[src/rtl/pll_trk_pkg.sv]
package pll_trk_pkg;
  typedef enum logic [2:0] {
    ST_FREQ  = 3'd0,
    ST_CS1   = 3'd1,
    ST_CS2   = 3'd2,
    ST_CHALF = 3'd3,
    ST_CCHK  = 3'd4,
    ST_FINE  = 3'd5
  } trk_st_e;
endpackage

[src/rtl/pll_trk_scale.sv]
// Converts a signed measurement into control-word units: (x*k) >>> KF.
module pll_trk_scale #(
  parameter int X_W   = 13,
  parameter int K_W   = 8,
  parameter int KF    = 4,
  parameter int ACC_W = 24
) (
  input  logic signed [X_W-1:0]   x_i,
  input  logic        [K_W-1:0]   k_i,
  output logic signed [ACC_W-1:0] y_o
);
  function automatic logic signed [ACC_W-1:0] scale_fn(
    input logic signed [X_W-1:0] x,
    input logic        [K_W-1:0] k
  );
    logic signed [ACC_W-1:0] xe;
    logic signed [ACC_W-1:0] ke;
    logic signed [ACC_W-1:0] prod;
    xe   = ACC_W'(x);
    ke   = ACC_W'({1'b0, k});
    prod = xe * ke;
    return prod >>> KF;
  endfunction

  assign y_o = scale_fn(x_i, k_i);
endmodule

[src/rtl/pll_trk_clamp.sv]
// Limits a signed candidate word to the oscillator range.
module pll_trk_clamp #(
  parameter int ACC_W = 24,
  parameter int CW_W  = 12
) (
  input  logic signed [ACC_W-1:0] v_i,
  output logic        [CW_W-1:0]  w_o
);
  localparam logic signed [ACC_W-1:0] VMAX = ACC_W'((1 << CW_W) - 1);

  function automatic logic [CW_W-1:0] clamp_fn(input logic signed [ACC_W-1:0] v);
    if (v < 0)         return '0;
    else if (v > VMAX) return '1;
    else               return v[CW_W-1:0];
  endfunction

  assign w_o = clamp_fn(v_i);
endmodule

[src/rtl/pll_trk_coarse.sv]
// Coarse-pass arithmetic: frequency error, half-period correction, full word.
module pll_trk_coarse #(
  parameter int ACC_W = 24,
  parameter int CW_W  = 12
) (
  input  logic        [CW_W-1:0]  base_i,
  input  logic signed [ACC_W-1:0] e1_i,
  input  logic signed [ACC_W-1:0] e2_i,
  input  logic signed [ACC_W-1:0] eps_hold_i,
  output logic signed [ACC_W-1:0] eps_o,
  output logic signed [ACC_W-1:0] corr_o,
  output logic signed [ACC_W-1:0] full_o
);
  logic signed [ACC_W-1:0] base_s;

  function automatic logic signed [ACC_W-1:0] corr_fn(
    input logic signed [ACC_W-1:0] base,
    input logic signed [ACC_W-1:0] eps,
    input logic signed [ACC_W-1:0] e1
  );
    return (base >>> 1) + (eps <<< 1) + e1;
  endfunction

  assign base_s = ACC_W'({1'b0, base_i});
  assign eps_o  = e2_i - e1_i;
  assign corr_o = corr_fn(base_s, eps_o, e1_i);
  assign full_o = base_s + eps_hold_i;
endmodule

[src/rtl/pll_trk_fine.sv]
// Binary-search step register and the next fine-tracking candidate word.
module pll_trk_fine #(
  parameter int TDCMIN = 16,
  parameter int STEP_W = 5,
  parameter int CW_W   = 12,
  parameter int ACC_W  = 24
) (
  input  logic                    clk,
  input  logic                    rst_n,
  input  logic                    seed_i,
  input  logic                    adv_i,
  input  logic                    lead_i,
  input  logic        [CW_W-1:0]  cw_i,
  output logic        [STEP_W-1:0] step_o,
  output logic                    at_lsb_o,
  output logic signed [ACC_W-1:0] cand_o
);
  localparam logic [STEP_W-1:0] SEED = STEP_W'(TDCMIN);
  localparam logic [STEP_W-1:0] ONE  = STEP_W'(1);

  logic [STEP_W-1:0] step_q;

  function automatic logic [STEP_W-1:0] halve_fn(input logic [STEP_W-1:0] s);
    return (s > ONE) ? (s >> 1) : ONE;
  endfunction

  always_ff @(posedge clk or negedge rst_n) begin
    if (!rst_n)      step_q <= SEED;
    else if (seed_i) step_q <= SEED;
    else if (adv_i)  step_q <= halve_fn(step_q);
  end

  logic signed [ACC_W-1:0] cw_s;
  logic signed [ACC_W-1:0] st_s;
  assign cw_s     = ACC_W'({1'b0, cw_i});
  assign st_s     = ACC_W'({1'b0, step_q});
  assign cand_o   = lead_i ? (cw_s + st_s) : (cw_s - st_s);
  assign step_o   = step_q;
  assign at_lsb_o = (step_q == ONE);
endmodule

[src/rtl/pll_trk_ctrl.sv]
module pll_trk_ctrl
  import pll_trk_pkg::*;
#(
  parameter int CW_W   = 12,
  parameter int MEAS_W = 12,
  parameter int ERR_W  = 10,
  parameter int K_W    = 8,
  parameter int KF     = 4,
  parameter int TDCMIN = 16
) (
  input  logic                    clk,
  input  logic                    rst_n,
  input  logic [MEAS_W-1:0]       ref_period_i,
  input  logic                    period_vld_i,
  input  logic signed [ERR_W-1:0] err_i,
  input  logic                    err_vld_i,
  input  logic                    mid_i,
  input  logic                    lead_i,
  input  logic                    wdog_i,
  input  logic [K_W-1:0]          kfac_i,
  output logic [CW_W-1:0]         cw_o,
  output logic                    cw_ld_o,
  output logic                    locked_o
);
  localparam int X_W    = (MEAS_W + 1 > ERR_W) ? (MEAS_W + 1) : ERR_W;
  localparam int ACC_W  = ((X_W > CW_W) ? X_W : CW_W) + K_W + 4;
  localparam int STEP_W = $clog2(TDCMIN + 1);
  localparam logic signed [ACC_W-1:0] LIM = ACC_W'(TDCMIN);

  trk_st_e st_q, st_d;
  logic [CW_W-1:0]         cw_q, base_q, base_d;
  logic                    ld_q, ld_d;
  logic signed [ACC_W-1:0] e1_q, e1_d, eps_q, eps_d;

  // named internal events
  logic signed [X_W-1:0]   per_x, err_x;
  logic signed [ACC_W-1:0] per_s, err_s, err_mag;
  logic signed [ACC_W-1:0] eps_now, corr_w, full_w, fine_w, cand;
  logic [CW_W-1:0]         cand_cl;
  logic [STEP_W-1:0]       step_w;
  logic                    at_lsb, seed, adv, wd_abort, near_lock;

  assign per_x = X_W'({1'b0, ref_period_i});
  assign err_x = X_W'(err_i);

  pll_trk_scale #(.X_W(X_W), .K_W(K_W), .KF(KF), .ACC_W(ACC_W)) u_scale_per (
    .x_i(per_x), .k_i(kfac_i), .y_o(per_s));

  pll_trk_scale #(.X_W(X_W), .K_W(K_W), .KF(KF), .ACC_W(ACC_W)) u_scale_err (
    .x_i(err_x), .k_i(kfac_i), .y_o(err_s));

  pll_trk_coarse #(.ACC_W(ACC_W), .CW_W(CW_W)) u_coarse (
    .base_i(base_q), .e1_i(e1_q), .e2_i(err_s), .eps_hold_i(eps_q),
    .eps_o(eps_now), .corr_o(corr_w), .full_o(full_w));

  pll_trk_fine #(.TDCMIN(TDCMIN), .STEP_W(STEP_W), .CW_W(CW_W), .ACC_W(ACC_W)) u_fine (
    .clk(clk), .rst_n(rst_n), .seed_i(seed), .adv_i(adv), .lead_i(lead_i),
    .cw_i(cw_q), .step_o(step_w), .at_lsb_o(at_lsb), .cand_o(fine_w));

  pll_trk_clamp #(.ACC_W(ACC_W), .CW_W(CW_W)) u_clamp (
    .v_i(cand), .w_o(cand_cl));

  assign err_mag   = (err_s < 0) ? -err_s : err_s;
  assign near_lock = (err_mag < LIM);
  assign wd_abort  = wdog_i && (st_q != ST_FREQ);

  always_comb begin
    st_d   = st_q;
    ld_d   = 1'b0;
    cand   = ACC_W'({1'b0, cw_q});
    base_d = base_q;
    e1_d   = e1_q;
    eps_d  = eps_q;
    seed   = 1'b0;
    adv    = 1'b0;
    if (wd_abort) begin
      st_d = ST_FREQ;
    end else begin
      unique case (st_q)
        ST_FREQ: if (period_vld_i) begin
          cand   = per_s;
          ld_d   = 1'b1;
          base_d = cand_cl;
          st_d   = wdog_i ? ST_FREQ : ST_CS1;
        end
        ST_CS1: if (err_vld_i) begin
          e1_d = err_s;
          st_d = ST_CS2;
        end
        ST_CS2: if (err_vld_i) begin
          eps_d = eps_now;
          cand  = corr_w;
          ld_d  = 1'b1;
          st_d  = ST_CHALF;
        end
        ST_CHALF: if (mid_i) begin
          cand   = full_w;
          ld_d   = 1'b1;
          base_d = cand_cl;
          st_d   = ST_CCHK;
        end
        ST_CCHK: if (err_vld_i) begin
          if (near_lock) begin
            st_d = ST_FINE;
            seed = 1'b1;
          end else begin
            st_d = ST_CS1;
          end
        end
        ST_FINE: if (err_vld_i) begin
          cand = fine_w;
          ld_d = 1'b1;
          adv  = 1'b1;
        end
        default: st_d = ST_FREQ;
      endcase
    end
  end

  always_ff @(posedge clk or negedge rst_n) begin
    if (!rst_n) begin
      st_q   <= ST_FREQ;
      cw_q   <= '0;
      ld_q   <= 1'b0;
      base_q <= '0;
      e1_q   <= '0;
      eps_q  <= '0;
    end else begin
      st_q   <= st_d;
      ld_q   <= ld_d;
      base_q <= base_d;
      e1_q   <= e1_d;
      eps_q  <= eps_d;
      if (ld_d) cw_q <= cand_cl;
    end
  end

  assign cw_o     = cw_q;
  assign cw_ld_o  = ld_q;
  assign locked_o = (st_q == ST_FINE) && at_lsb;
endmodule

[config.mk]
export PLATFORM = sky130hd
export DESIGN_NAME = pll_trk_ctrl
export DESIGN_NICKNAME = d
export VERILOG_FILES = /design/src/rtl/pll_trk_pkg.sv /design/src/rtl/pll_trk_scale.sv /design/src/rtl/pll_trk_clamp.sv /design/src/rtl/pll_trk_coarse.sv /design/src/rtl/pll_trk_fine.sv /design/src/rtl/pll_trk_ctrl.sv
export SDC_FILE = /design/constraint.sdc
export NUM_CORES = 1
export LEC_CHECK = 0
export ABC_AREA = 1
export BUFFER_PORTS_ARGS = -buffer_cell sky130_fd_sc_hd__clkbuf_2
export CAP_MARGIN = 20
export CELL_PAD_IN_SITES_DETAIL_PLACEMENT = 1
export CELL_PAD_IN_SITES_GLOBAL_PLACEMENT = 1
export CORE_MARGIN = 2
export CORE_UTILIZATION = 40
export DETAILED_ROUTE_END_ITERATION = 12
export PLACE_DENSITY = 0.7
export SETUP_SLACK_MARGIN = 0.5
export SYNTH_ARGS = -nofsm -noshare
export SYNTH_HDL_FRONTEND = slang
export SYNTH_SLANG_ARGS = --single-unit
export TNS_END_PERCENT = 50
[constraint.sdc]
create_clock -name clk -period 9.2 [get_ports clk]
set_input_delay 0.46 -clock clk [delete_from_list [all_inputs] [get_ports clk]]
set_output_delay 0.46 -clock clk [all_outputs]
set_load 0.03 [all_outputs]
==> summary.txt <==
WP data required = 9.45 ns
CTS HTree Levels = 3
first-pass GRT wire length = 66900 um
number of global-route vias before repair = 12.9k
Crit path top cell by count = nand2_1
full die area = 34500 um2
EDFF count, synth = 0
# fillers = 4355
CTS tree = done
critical path peak fanout = 16
CTS buffer count = 9
Final Util = 43.7%
Max clock buf depth = 2
I/O Buffers = 50
dpl cell area = 13900 um2
CP Data Arrival Time = 8.48 ns
Routed Antenna Nets = 0
Final Hold Fails = 0
Synth cell types = 58
Residual DRC = 0
Reg clk slew, reported paths = 0.06 ns
Slew HR = 39.1%
cell taking the most area after synthesis = fa_1
slowest stage cell, crit path = fa_1
Cell Area, Synth = 13200 um2
clock sink total = 64
die width = 186 um
1st-iter DRT viols = 605
antenna violations before repair = 0
CP Class = primary input to register
Synth top cells by count = nand2_1 (547), inv_1 (431), fa_1 (141)
Tmin final = 8.23 ns
layout cells sized above 1 = 7.11%
DP HPWL = 34300 um
Design Area, Final = 14200 um2
Yosys top cell area share = 21.3%
worst skew pair latency = 0.36 ns
post-synthesis net count = 2250
Layout Skew = 0.0112 ns
ys async rst share = 100%
Die H = 186 um
Max Fclk = 122 MHz
reg2reg path depth = 30
TritonRoute pass-1 iters = 5
fin crit share = 89.4%
total grt overflow = 0
main area contributors after synthesis = fa_1 (21%), nand2_1 (16%), ha_1 (13%)
routed len/inst = 16.6 um
final RePlAce weighted congestion = 0.876
status = finished clean
final net count = 2274
Post-Synthesis Cells = 1939
unrepaired setup endpoints after global routing = no
Post-synth top flop = dfrtp_1
Crit. End Element = register
max-cap violations = 0
cts hold-fix bufs = 0
Final setup viols = 0
Root Driver = clkbuf_16
core area = 32500 um2
Initial Util = 40.6%
Hold Path Class = primary input to asynchronous set/reset pin
Total Wirelength = 40100 um
Ports = 51
synth-to-layout area growth = 7.65%
all-layer global routing usage = 24.5%
Critical Path Max Stage Delay = 0.53 ns
Worst-Margin Slew = 0.910 ns
Synth Warn # = 0
most common cell in the synthesized netlist = nand2_1
Critical Path Source Type = primary input
register area share after synthesis = 12.1%
via density per instance = 5.03
flops & latches, synth = 64
std cell rows = 66
via count = 12.1k
largest net degree at the start of global routing = 65
Max Transition Viols Final = 0
Post-Route Setup TNS = 0 ns
antenna cells = 0
Mean Syn Cell Area = 6.82 um2
[routing by layer]
layer,track usage [%],vias to the layer above,part of all wire (%)
met5,0,-,0
met4,4.47,0,1.2
met1,33.6,5944,48
li1,-,5982,-
met3,2.03,32,2.4
met2,42.5,153,48
[sequential cells by signal, summed over array words and instances, names as in the netlist]
register and count:
u_fine.step_o 5, st_q 3, cw_o 12, eps_q 16
cw_ld_o 1, e1_q 15, base_q 12
[final cells by class]
class | count | area [um2] | area share [%]
sequential | 64 | 1600 | 11.3
tap | 442 | 553 | 3.89
clock buffer | 10 | 239 | 1.68
multi-input combinational | 1388 | 9800 | 68.8
inverter | 437 | 1640 | 11.5
clock inverter | 6 | 43.8 | 0.308
timing repair buffer | 63 | 359 | 2.52
[kinds of logic (layout without fill, tap and decap cells)]
logic type | after synthesis | count (layout) | share of synthesized area [%]
adder cells (fa/ha/maj) | 274 | 274 | 33.9
AND/OR/NAND/NOR | 804 | 804 | 25.3
buffers and inverters | 487 | 516 | 14.1
flip-flops | 64 | 64 | 12.1
AO/OA/AOI/OAI | 269 | 269 | 11.6
XOR/XNOR | 41 | 41 | 2.94
[layout by cell type, fill, tap and decap left out, types with 3 or more instances in the layout]
master,synthesis,routed
ha_1,133,133
nor2_2,7,7
inv_2,5,5
nand2_1,547,547
o21ai_1,8,9
nor3_1,9,9
o21bai_1,9,9
nand2_2,6,6
nand3_2,3,3
xnor2_1,11,10
a21oi_2,13,15
clkbuf_16,0,9
a31oi_1,3,3
o211ai_1,3,3
fa_1,141,141
buf_6,2,3
a21oi_1,123,121
xor2_1,26,23
inv_1,431,431
a21o_1,5,5
nand3_1,86,86
dfrtp_1,63,63
o21ai_0,78,77
nand4_1,15,15
and3_1,4,4
a21boi_0,5,5
o2111ai_1,3,3
xor2_2,4,7
buf_4,0,10
nor2_1,97,97
or2_2,10,10
nand3b_1,9,9
clkbuf_2,13,49
[metrics by stage]
| stage | setup WS (ns) | std cells | hold WS (ns) |
|---|---|---|---|
| 2_1_floorplan | 1.51 | 1939 | 0.164 |
| 3_3_place_gp | 0.497 | 2392 | 0.470 |
| 3_5_place_dp | 0.418 | 2392 | 0.475 |
| 4_1_cts | 0.776 | 2408 | 0.323 |
| 5_1_grt | 0.441 | 2410 | 0.365 |
| 6_report | 0.971 | 2410 | 0.288 |
[final timing paths]
path,start,to,slack (ns)
worst max-delay path,kfac_i[5],base_q[9]$_DFFE_PN0P_,0.97
worst min-delay path,rst_n,cw_ld_o$_DFF_PN0_,0.29
worst max register to register,e1_q[0]$_DFFE_PN0P_,base_q[9]$_DFFE_PN0P_,3.98
worst min register to register,eps_q[23]$_DFFE_PN0P_,eps_q[23]$_DFFE_PN0P_,0.49
max in group asynchronous,rst_n,eps_q[9]$_DFFE_PN0P_,8.32
min in group clk,wdog_i,st_q[0]$_DFFE_PN0P_,0.47
[what timing repair did]
item | CTS | global route
endpoints found under the hold margin | 0 | 0
resized for setup | 0 | 10
setup endpoints to repair | 0 | 24
setup buffers | 0 | 2
[critical path, delay by kind of cell]
family	cells	cell delay (ns)
fa+ha+maj	8	3.40
simple gates	17	1.69
compound gates	10	1.40
buf+inv	9	1.02
xor+xnor	2	0.48
Power is not shown: default switching activity piles up to over one toggle a cycle in this logic, so the estimate is an artifact.
